`config.mk`:
```
export PLATFORM = sky130hd
export DESIGN_NAME = pwr_seq_ctrl
export DESIGN_NICKNAME = d
export VERILOG_FILES = /design/src/rtl/pwr_seq_pkg.sv /design/src/rtl/pwr_seq_irq.sv /design/src/rtl/pwr_seq_fsm.sv /design/src/rtl/pwr_seq_out.sv /design/src/rtl/pwr_seq_ctrl.sv
export SDC_FILE = /design/constraint.sdc
export NUM_CORES = 1
export LEC_CHECK = 0
export BUFFER_PORTS_ARGS = -buffer_cell sky130_fd_sc_hd__buf_4
export CAP_MARGIN = 20
export CORE_AREA = 2 2 39 41
export CTS_BUF_LIST = sky130_fd_sc_hd__clkbuf_4 sky130_fd_sc_hd__clkbuf_8 sky130_fd_sc_hd__clkbuf_16
export DETAILED_ROUTE_END_ITERATION = 16
export DIE_AREA = 0 0 41 43
export PLACE_DENSITY = 0.79
export RECOVER_POWER = 25
export SYNTH_ARGS = -nofsm -noshare
export SYNTH_HDL_FRONTEND = slang
export SYNTH_SLANG_ARGS = --single-unit
```
`constraint.sdc`:
```
create_clock -name clk -period 4.2 [get_ports clk]
set_input_delay 0.63 -clock clk [delete_from_list [all_inputs] [get_ports clk]]
set_output_delay 0.63 -clock clk [all_outputs]
set_load 0.05 [all_outputs]
```
`src/rtl/pwr_seq_pkg.sv`:
```
package pwr_seq_pkg;

    localparam int STEP_W = 3;

    typedef enum logic [STEP_W-1:0] {
        ST_LOCK = 3'd0,
        ST_MONW = 3'd1,
        ST_DLY1 = 3'd2,
        ST_RAMP = 3'd3,
        ST_SNS  = 3'd4,
        ST_DLY2 = 3'd5,
        ST_GOOD = 3'd6,
        ST_TRIP = 3'd7
    } seq_st_e;

    typedef enum logic [1:0] {
        IRQ_NONE = 2'd0,
        IRQ_ERR  = 2'd1,
        IRQ_TRIP = 2'd2,
        IRQ_LOCK = 2'd3
    } irq_e;

endpackage

```
`src/rtl/pwr_seq_irq.sv`:
```
module pwr_seq_irq
    import pwr_seq_pkg::*;
(
    input  seq_st_e state,
    input  logic    vcc_ok,
    input  logic    brk_flt,
    input  logic    mon_ok,
    input  logic    gate_full,
    output irq_e    irq
);
    logic mon_watch;
    logic gate_watch;

    always_comb begin
        mon_watch  = state inside {ST_DLY1, ST_RAMP, ST_SNS, ST_DLY2, ST_GOOD};
        gate_watch = state inside {ST_SNS, ST_DLY2, ST_GOOD};
        if (!vcc_ok) begin
            irq = IRQ_LOCK;
        end else if (brk_flt) begin
            irq = IRQ_TRIP;
        end else if ((mon_watch && !mon_ok) || (gate_watch && !gate_full)) begin
            irq = IRQ_ERR;
        end else begin
            irq = IRQ_NONE;
        end
    end
endmodule

```
`src/rtl/pwr_seq_fsm.sv`:
```
module pwr_seq_fsm
    import pwr_seq_pkg::*;
(
    input  logic    clk,
    input  logic    rst_n,
    input  irq_e    irq,
    input  logic    mon_ok,
    input  logic    gate_full,
    input  logic    sw_full,
    input  logic    tmr_clr,
    input  logic    tmr_done,
    output seq_st_e state,
    output logic    armed
);
    seq_st_e state_q;
    seq_st_e state_d;
    logic    armed_q;
    logic    in_delay;

    always_comb begin
        state_d = state_q;
        unique case (irq)
            IRQ_LOCK: state_d = ST_LOCK;
            IRQ_TRIP: state_d = ST_TRIP;
            IRQ_ERR:  state_d = ST_MONW;
            IRQ_NONE: begin
                unique case (state_q)
                    ST_LOCK: state_d = ST_MONW;
                    ST_MONW: if (mon_ok) state_d = ST_DLY1;
                    ST_DLY1: if (armed_q && tmr_done) state_d = ST_RAMP;
                    ST_RAMP: if (gate_full) state_d = ST_SNS;
                    ST_SNS:  if (sw_full) state_d = ST_DLY2;
                    ST_DLY2: if (armed_q && tmr_done) state_d = ST_GOOD;
                    ST_GOOD: state_d = ST_GOOD;
                    ST_TRIP: state_d = ST_MONW;
                endcase
            end
        endcase
    end

    assign in_delay = (state_q == ST_DLY1) || (state_q == ST_DLY2);

    always_ff @(posedge clk or negedge rst_n) begin
        if (!rst_n) begin
            state_q <= ST_LOCK;
            armed_q <= 1'b0;
        end else begin
            state_q <= state_d;
            armed_q <= in_delay && (state_d == state_q) && (armed_q || tmr_clr);
        end
    end

    assign state = state_q;
    assign armed = armed_q;
endmodule

```
`src/rtl/pwr_seq_out.sv`:
```
module pwr_seq_out
    import pwr_seq_pkg::*;
#(
    parameter int SW_N = 5
) (
    input  seq_st_e           state,
    input  logic              armed,
    output logic              gate_en,
    output logic [SW_N-1:0]   sw_en,
    output logic              pg,
    output logic              tmr_run,
    output logic              tmr_dis
);
    logic sw_on;

    always_comb begin
        gate_en = state inside {ST_RAMP, ST_SNS, ST_DLY2, ST_GOOD};
        sw_on   = state inside {ST_SNS, ST_DLY2, ST_GOOD};
        pg      = (state == ST_GOOD);
        tmr_run = armed && (state inside {ST_DLY1, ST_DLY2});
        tmr_dis = !tmr_run && (state != ST_LOCK);
    end

    for (genvar i = 0; i < SW_N; i++) begin : g_sw
        assign sw_en[i] = sw_on;
    end
endmodule

```
`src/rtl/pwr_seq_ctrl.sv`:
```
module pwr_seq_ctrl
    import pwr_seq_pkg::*;
#(
    parameter int SW_N = 5
) (
    input  logic              clk,
    input  logic              rst_n,
    input  logic              vcc_ok,
    input  logic              mon_ok,
    input  logic              brk_flt,
    input  logic              gate_full,
    input  logic              sw_full,
    input  logic              tmr_clr,
    input  logic              tmr_done,
    output logic              tmr_run,
    output logic              tmr_dis,
    output logic              gate_en,
    output logic [SW_N-1:0]   sw_en,
    output logic              pg,
    output logic [STEP_W-1:0] step
);
    seq_st_e state;
    irq_e    irq;
    logic    armed;

    pwr_seq_irq u_irq (
        .state     (state),
        .vcc_ok    (vcc_ok),
        .brk_flt   (brk_flt),
        .mon_ok    (mon_ok),
        .gate_full (gate_full),
        .irq       (irq)
    );

    pwr_seq_fsm u_fsm (
        .clk       (clk),
        .rst_n     (rst_n),
        .irq       (irq),
        .mon_ok    (mon_ok),
        .gate_full (gate_full),
        .sw_full   (sw_full),
        .tmr_clr   (tmr_clr),
        .tmr_done  (tmr_done),
        .state     (state),
        .armed     (armed)
    );

    pwr_seq_out #(.SW_N(SW_N)) u_out (
        .state   (state),
        .armed   (armed),
        .gate_en (gate_en),
        .sw_en   (sw_en),
        .pg      (pg),
        .tmr_run (tmr_run),
        .tmr_dis (tmr_dis)
    );

    assign step = state;
endmodule

```
==> metrics, run 1 <==
Post-Layout Inst Area 684 sq um; die span in x 41 um; main combinational cell family by area after synthesis compound AO/OA/AOI/OAI gates; Worst-Skew Late Latency 0.23 ns; drt total wl 1370 um; worst r2r src u_fsm.state[1]; status complete, no violations; CTS H-tree depth 1; Tcrit/Tclk final 57.9%; pwr dens 345 mW/mm^2; first drt pass iteration count 4; Compound-Gate Fraction of Synth Area 35.8%; DRC 0; DIE HEIGHT 43 um; M1 GR Usage 19.6%; worst-case vdd ir drop 155 uV; Switching Share 49.7%; drt via density 5.75; Ys Warns 0; clk root buf clkbuf_4; synthesis-stage register bit count 4; hold buffers post-CTS 0; mapped cell area 552 sq um; Combinational Power Share 57.4%; clock sinks 4; WL/cell 12.8 um; Fillers 140; Adder-Cell Fraction of Synth Area 4.54%; Initial Util 39.9%; share of cells above drive strength 1 31.9%; FMAX 411 MHz; first-pass GRT wire length 2100 um; Psw 0.117 mW; Layout area overhead 24.0%; sequential power share 23.1%; Core Util, Final 49.5%; most common cell after layout, fill and taps aside buf_4; RSZ-0062 raised after global routing no; PostCTS Resize Cnt 0; detailed placement HPWL 1090 um; Hold Crit Class in -> async; M2 GR Usage 26.3%; Syn Nets 87; Internal 0.119 mW; xor/xnor cell area share of the yosys netlist 1.59%; R2R Path End u_fsm.armed; Antenna Nets Post-Route 0; Worst-Margin Slew 0.595 ns; largest net degree at the start of global routing 18; Inst Count DP 104; DP Area 669 sq um; CTS tree built; syn avg cell area 7.26 sq um; LEAKAGE 0.308 nW; Reg2Reg Setup Slack 1.91 ns; IO Pins 21; Mapped Cells 76; Fin. Hold Viols 0; initial DRC count 22; Worst Path Required 3.57 ns; initial antenna violation count 0; Clock Path Buffers 2; # setup viols final 0; setup_tns 0 ns; CP endpoint kind output pin; diode count 0; DR vias 615; critical path type reg -> out; # port buffers 20; Startpoint Class register; DIE AREA 0.00176 sq mm; gr ovfl total 0; CTS clock-pin slew for the worst setup and hold paths 0.04 ns; synth unique cells 33; Worst Path Arrival 1.80 ns; number of global-route vias before repair 524; GR peak layer met2; register area share after synthesis 18.1%; Non-Filler Instances 107; Final Critical Period 2.43 ns; r2r worst-path depth 7; core area 0.00138 sq mm; post-synthesis mux area share 4.54%; Worst slew margin 60.5%; post-synthesis simple-gate area fraction 21.8%; Clock Power Share 19.5%; final net count 104; final setup skew 0.000957 ns; Max Slew Vio Count 0; gpl congestion 0.819; commonest cells after routing, fill and taps aside 18 x buf_4, 8 x nand2_1, 8 x a21oi_1, 7 x o21ai_0, 5 x inv_1; max cap viols 0; Post-CTS Setup Bufs 0; Rows 14; GRT Total Usage 17.1%; GRT met3 Usage 2.09%; CP max FO 16; cts bufs inserted 3
-- sequential cells by signal (all words and copies together) (netlist names) --
name / cells
u_fsm.armed: 1
u_fsm.state: 3
-- critical path, stage by stage (launching register included) --
cell and delay, ns:
dfrtp_1 0.62, inv_1 0.11, ha_1 0.25, inv_1 0.13, o21ai_0 0.20, buf_4 0.26
-- per-stage QoR --
stage | power, mW | hold slack (ns) | worst slack, ns
detailed placement | 0.192 | 0.427 | 1.92
global placement | 0.189 | 0.426 | 1.96
global route | 0.254 | 0.215 | 1.59
finish | 0.236 | 0.217 | 1.77
CTS | 0.241 | 0.177 | 1.76
floorplan | 0.162 | 0.334 | 1.65
-- power by group through the flow --
stage | registers (mW) | clock network, mW | logic, mW
after floorplan | 0.0573 | 0 | 0.105
after global placement | 0.0549 | 0 | 0.134
after detailed placement | 0.0549 | 0 | 0.137
after CTS | 0.0543 | 0.0497 | 0.137
after global routing | 0.0564 | 0.0515 | 0.146
final | 0.0545 | 0.0462 | 0.136
-- worst max path at each step --
stage | from | to | slack (ns) | depth (start not counted)
final | u_fsm.state[1] | sw_en[2] | 1.77 | 5
after global routing | u_fsm.state[1] | sw_en[0] | 1.59 | 5
after CTS | u_fsm.state[1] | sw_en[2] | 1.76 | 5
after detailed placement | u_fsm.state[1] | u_fsm.armed | 1.92 | 7
after global placement | u_fsm.state[1] | u_fsm.armed | 1.96 | 7
after floorplan | u_fsm.state[1] | gate_en | 1.65 | 3
-- cells in the mapped netlist (all sizes together) --
master	n	area (sq um)
a311oi	1	15.0
o21ai	8	40.0
inv	6	22.5
o22ai	2	12.5
buf	8	52.6
a31oi	2	12.5
a21oi	8	40.0
and2	1	6.26
o211ai	1	12.5
o221ai	1	15.0
o311ai	1	8.76
nand2	8	30.0
nor2	4	15.0
or2	2	12.5
mux2i	1	10.0
a211o	2	18.8
o31ai	2	15.0
nor2b	1	6.26
o21a	1	7.51
nand3	2	10.0
mux2	1	15.0
dfrtp	4	100
and2b	1	8.76
nand4	3	18.8
xnor2	1	8.76
nand3b	1	7.51
ha	2	25.0
nor3	1	5.00
-- area by class of cell --
cell class                 instances  area (sq um)  share of cell area [%]
sequential                         4           100                    14.6
multi-input combinational         58           377                    55.0
timing repair buffer              20           143                    20.8
tap                               16          20.0                    2.93
inverter                           6          22.5                    3.29
clock buffer                       3          22.5                    3.29
-- metal layers --
metal | vias to the layer above | routed length (um)
met3 | 6 | 98
met2 | 28 | 678
met1 | 276 | 555
met5 | - | 0
li1 | 305 | -
met4 | 0 | 42
-- cell families (layout without fill, tap and decap cells) --
group / Yosys count / after routing
buffers and inverters: 14 / 29
AO/OA/AOI/OAI: 29 / 29
AND/OR/NAND/NOR: 24 / 24
multiplexers: 2 / 2
XOR/XNOR: 1 / 1
flip-flops: 4 / 4
adder cells (fa/ha/maj): 2 / 2
Note: power is estimated with default switching activity, not from simulation.
==> run 2: changes to the inputs <==
ABC_AREA = 1   (was default)
CORE_AREA = default   (was 2 2 39 41)
CORE_MARGIN = 2   (was default)
CORE_UTILIZATION = 42   (was default)
DIE_AREA = default   (was 0 0 41 43)
PLACE_DENSITY = 0.83   (was 0.79)
clock period = 1.95 ns   (was 4.2 ns; I/O delays follow)
==> run 2 against run 1 <==
  * Highest routed layer unchanged
  * Cell count is 21% higher
  * Largest cell class unchanged
  * Clock skew rose by 0.0035 ns
  * Setup slack got worse by 1.6 ns
  * Largest power group unchanged
  * Global-route usage increased by 1.8 points
  * Utilization rose by 9.0 points
  * Area after synthesis rose by 1.4%
  * Via count fell by 0.16%
  * Sequential share of layout area fell by 0.80 points
  * Register-to-register slack lost 1.7 ns
==> metrics, run 2 <==
Rows 13; gpl congestion 0.839; worst-case vdd ir drop 420 uV; Max Slew Vio Count 0; initial antenna violation count 0; register area share after synthesis 17.9%; first drt pass iteration count 4; core area 0.00127 sq mm; setup_tns 0 ns; IO Pins 21; Startpoint Class register; largest net degree at the start of global routing 14; drt via density 4.72; Layout area overhead 32.7%; top post-synthesis cells by count 35 x nand2_1, 12 x inv_1, 10 x nand3_1, 10 x nor2_1, 6 x buf_4; Yosys top cell area share 23.5%; Final WS setup 0.119 ns; critical path type reg -> out; CTS H-tree depth 1; Mapped Cells 95; mapped cell area 559 sq um; synth top area cells nand2_1 23%, dfrtp_1 18%, nand3_1 8.9%; Ys Warns 0; final net count 127; Switching Share 48.5%; Hold Crit Class in -> reg; Post-synth EDFFs 0; most common cell after layout, fill and taps aside nand2_1; CTS clock-pin slew for the worst setup and hold paths 0.04 ns; Worst Path Required 1.66 ns; syn avg cell area 5.89 sq um; Worst-Margin Slew 0.290 ns; Clock Power Share 22.5%; Fin. Hold Viols 0; number of global-route vias before repair 535; CP endpoint kind output pin; Placement Setup Slack 0.216 ns; Fillers 120; leading register cell type out of synthesis dfrtp_1; share of cells above drive strength 1 35.7%; Combinational Power Share 58.0%; DIE HEIGHT 40.5 um; Syn Nets 106; status complete, no violations; Reg2Reg Setup Slack 0.18 ns; Final Critical Period 1.83 ns; CP max FO 13; cts bufs inserted 3; sequential power share 19.5%; first-pass GRT wire length 2040 um; synthesis-stage register bit count 4; CP Cell Sequence inv_1 > nand3_1 > nand2_1 > and2_2 > a21oi_4 > buf_4; pwr dens 748 mW/mm^2; DRC 0; initial DRC count 9; Worst Path Arrival 1.54 ns; Worst slew margin 80.6%; GRT Total Usage 18.8%; Hold Slack 0.294 ns; max reg flops 3; Slowest-stage cell, CP dfrtp_2; Antenna Nets Post-Route 0; CTS tree built; WL/cell 9.86 um; CP peak stage delay 0.49 ns; Tcrit/Tclk final 93.9%; Initial Util 44.1%; diode count 0; detailed placement HPWL 994 um; clock sinks 4; clk root buf clkbuf_4; max cap viols 0; Worst-Skew Late Latency 0.23 ns; die span in x 40.5 um; synth unique cells 18; DR vias 614; drt total wl 1280 um; Async SR Flop Fraction 100%; RSZ-0062 raised after global routing no; commonest cells after routing, fill and taps aside 35 x nand2_1, 21 x buf_4, 11 x inv_1, 10 x nor2_1, 10 x nand3_1; most frequent cell after synthesis nand2_1; Psw 0.269 mW; Internal 0.286 mW; FMAX 546 MHz; Clock Path Buffers 2; gr ovfl total 0; final setup skew 0.00445 ns; # setup viols final 0; # port buffers 20; LEAKAGE 0.435 nW; dominant cell type by area after synthesis nand2_1; DIE AREA 0.00164 sq mm
run 2: cell types whose count changed after synthesis, sizes merged, moves of 3 or more:
cell	previous run	this run
nor2	4	13
o21ai	8	0
nand3	2	13
nand2	8	39
nand4	3	0
inv	6	13
a21oi	8	1
run 2: cells by family after synthesis:
| kind of cell | share of synthesized area, % |
|---|---|
| and+or+nand+nor | 55.3 |
| buffers and inverters | 18.8 |
| DFF | 17.9 |
| AOI/OAI and AO/OA | 3.58 |
| adders and majority gates | 4.47 |
run 2: cell type report:
class	instances	area (sq um)	area share (%)
Multi-Input combinational cell	71	367	49.4
Timing Repair Buffer	23	171	23.1
Sequential cell	4	103	13.8
Inverter	13	52.6	7.08
Clock buffer	4	30.0	4.05
Tap cell	15	18.8	2.53
run 2: power groups by stage:
| stage | combinational (mW) | clock [mW] | sequential [mW] |
|---|---|---|---|
| floorplan | 0.240 | 0 | 0.125 |
| global placement | 0.306 | 0 | 0.112 |
| detailed placement | 0.310 | 0 | 0.111 |
| CTS | 0.312 | 0.131 | 0.111 |
| global route | 0.351 | 0.140 | 0.110 |
| finish | 0.322 | 0.125 | 0.108 |
run 2: critical path: cells and delay by family (launching register included):
family                 cells  cell delay, ns
buffers and inverters      2            0.31
AOI/OAI and AO/OA          1            0.10
and+or+nand+nor            3            0.39
DFF                        1            0.49
run 2: final timing paths:
kind	start	end	cells past startpoint
max	u_fsm.state[1]	tmr_dis	6
min	vcc_ok	u_fsm.state[0]	3
max reg2reg	u_fsm.state[1]	u_fsm.armed	13
min reg2reg	u_fsm.armed	u_fsm.armed	5
max in group asynchronous	rst_n	u_fsm.state[2]	2
min in group asynchronous	rst_n	u_fsm.state[0]	2
run 2: stage by stage:
step	total power, mW	std cells	util (%)	cell area (sq um)
6_report	0.555	130	58.5	742
3_5_place_dp	0.422	123	54.2	688
4_1_cts	0.554	128	57.4	728
3_3_place_gp	0.418	123	54.2	688
2_1_floorplan	0.364	95	-	576
5_1_grt	0.601	130	58.5	742
run 2: repair_timing:
action / 4_1_cts / 5_1_grt
setup buffers: 0 / 2
endpoints found under the setup margin: 0 / 1
resized for setup: 0 / 1
hold endpoints to repair: 4 / 0
hold buffers: 1 / 0
run 2: metal layers:
metal / routed length (um) / track usage (%)
met5: 0 / 0
met4: 15 / 10.0
met3: 58 / 3.89
met2: 654 / 31.3
met1: 553 / 22.3
==> run 3: changes to the inputs <==
CORE_AREA = 2 2 39 41   (was default)
CORE_MARGIN = default   (was 2)
CORE_UTILIZATION = default   (was 42)
DIE_AREA = 0 0 41 43   (was default)
PLACE_DENSITY = 0.75   (was 0.83)
SYNTH_HIERARCHICAL = 1   (was default)
==> run 3 against run 2 <==
  * Area after synthesis is 16% lower
  * Synthesized cell count is 9.5% lower
  * Routed wire length decreased by 7.6%
  * Utilization shrank 12 points
  * First-iteration DRC count decreased by 11%
  * Via count fell by 5.7%
  * Register-to-register slack better by 0.17 ns
==> metrics, run 3 <==
Syn Nets 95; detailed placement HPWL 944 um; CP endpoint kind output pin; Rows 14; DR vias 579; Worst-Margin Slew 0.373 ns; worst-case vdd ir drop 361 uV; initial antenna violation count 0; Worst Path Required 1.66 ns; Clock Path Buffers 2; Psw 0.232 mW; register area share after synthesis 21.3%; Initial Util 34.0%; leading register cell type out of synthesis dfrtp_1; pwr dens 758 mW/mm^2; Combinational Power Share 51.0%; largest net degree at the start of global routing 14; Hold Slack 0.414 ns; Switching Share 47.2%; top post-synthesis cells by count 32 x nand2_1, 10 x inv_1, 10 x nor2_1; IO Pins 21; first-pass GRT wire length 2040 um; WL/cell 9.70 um; drt total wl 1180 um; Tcrit/Tclk final 87.9%; Yosys top cell area share 25.5%; Max Slew Vio Count 0; Reg2Reg Setup Slack 0.35 ns; # port buffers 20; mapped cell area 470 sq um; Layout area overhead 38.0%; GRT Total Usage 16.4%; FMAX 584 MHz; sequential power share 23.4%; first drt pass iteration count 4; LEAKAGE 0.386 nW; RSZ-0062 raised after global routing no; core area 0.00138 sq mm; Worst-Skew Late Latency 0.24 ns; setup_tns 0 ns; most common cell after layout, fill and taps aside nand2_1; DIE HEIGHT 43 um; synth top area cells nand2_1 26%, dfrtp_1 21%, buf_4 8.0%; Startpoint Class register; synthesis-stage register bit count 4; Internal 0.260 mW; dominant cell type by area after synthesis nand2_1; Worst slew margin 75.1%; max cap viols 0; gpl congestion 0.858; DIE AREA 0.00176 sq mm; CTS H-tree depth 1; # setup viols final 0; Worst Path Arrival 1.42 ns; die span in x 41 um; clock sinks 4; CTS tree built; Hold Crit Class in -> async; final net count 116; Fin. Hold Viols 0; Ys Warns 6; Post-synth EDFFs 0; DRC 0; final setup skew 0.00462 ns; Final Critical Period 1.71 ns; initial DRC count 8; commonest cells after routing, fill and taps aside 32 x nand2_1, 19 x buf_4, 10 x nor2_1, 10 x inv_1, 7 x nand3_1; max reg flops 3; syn avg cell area 5.47 sq um; status complete, no violations; CTS clock-pin slew for the worst setup and hold paths 0.04 ns; cts bufs inserted 3; number of global-route vias before repair 551; gr ovfl total 0; critical path type reg -> out; Fillers 157; synth unique cells 16; drt via density 4.75; most frequent cell after synthesis nand2_1; Antenna Nets Post-Route 0; CP max FO 13; diode count 0; Mapped Cells 86; clk root buf clkbuf_4; share of cells above drive strength 1 34.0%; Clock Power Share 25.6%; Async SR Flop Fraction 100%
-- run 3: area by class of cell --
class                   instances  area (sq um)  share of cell area (%)
repair buffers                 21           156                    24.1
multi-input cells              63           288                    44.3
flip-flops and latches          4           103                    15.8
inverters                      14          52.6                    8.09
clock buffers                   4          30.0                    4.62
well taps                      16          20.0                    3.08
-- run 3: worst paths after layout --
| path | start | to | cells after the start |
|---|---|---|---|
| max | u_fsm/state[2] | sw_en[1] | 3 |
| min in group clk | vcc_ok | u_fsm/state[0] | 5 |
| min reg2reg | u_fsm/armed | u_fsm/armed | 4 |
| max in group asynchronous | rst_n | u_fsm/state[2] | 2 |
| min | rst_n | u_fsm/state[0] | 2 |
| max reg2reg | u_fsm/state[0] | u_fsm/armed | 10 |
-- run 3: what timing repair did --
| action | in CTS | in global routing |
|---|---|---|
| hold buffers | 1 | 0 |
| resized for setup | 0 | 0 |
| setup buffers | 0 | 0 |
| hold endpoints to repair | 4 | 0 |
-- run 3: cell families (layout without fill, tap and decap cells) --
logic type      after synthesis  count (layout)  share of synthesized area, %
xor+xnor                      1               1                          1.86
buf+inv                      19              39                          19.1
compound gates                4               4                          4.25
simple gates                 58              58                          53.5
flops                         4               4                          21.3
-- run 3: per-stage QoR --
step                      power (mW)  setup slack [ns]  cells  utilization (%)  area, sq um
after floorplan                0.306             0.124     86                -          482
after global placement         0.363             0.491    117             44.4          614
after detailed placement       0.367             0.436    117             44.4          614
after CTS                      0.497             0.224    122             47.3          654
after global routing           0.529             0.100    122             46.9          649
final                          0.492             0.237    122             46.9          649
-- run 3: worst max-delay path, cell delays in order, from the launching register on --
cell and delay, ns:
dfrtp_2 0.49, inv_1 0.13, a21oi_1 0.30, buf_4 0.27
-- run 3: layer usage --
metal | vias to the layer above | track usage, % | wire (um)
met5 | - | 0 | 0
met4 | 0 | 7.33 | 19
met3 | 4 | 3.14 | 86
met2 | 24 | 26.9 | 591
met1 | 255 | 19.5 | 488
li1 | 296 | - | -
-- run 3: power groups by stage --
stage | logic, mW | registers (mW) | clock network (mW)
2_1_floorplan | 0.172 | 0.134 | 0
3_3_place_gp | 0.245 | 0.118 | 0
3_5_place_dp | 0.250 | 0.117 | 0
4_1_cts | 0.252 | 0.116 | 0.129
5_1_grt | 0.272 | 0.119 | 0.138
6_report | 0.251 | 0.115 | 0.126
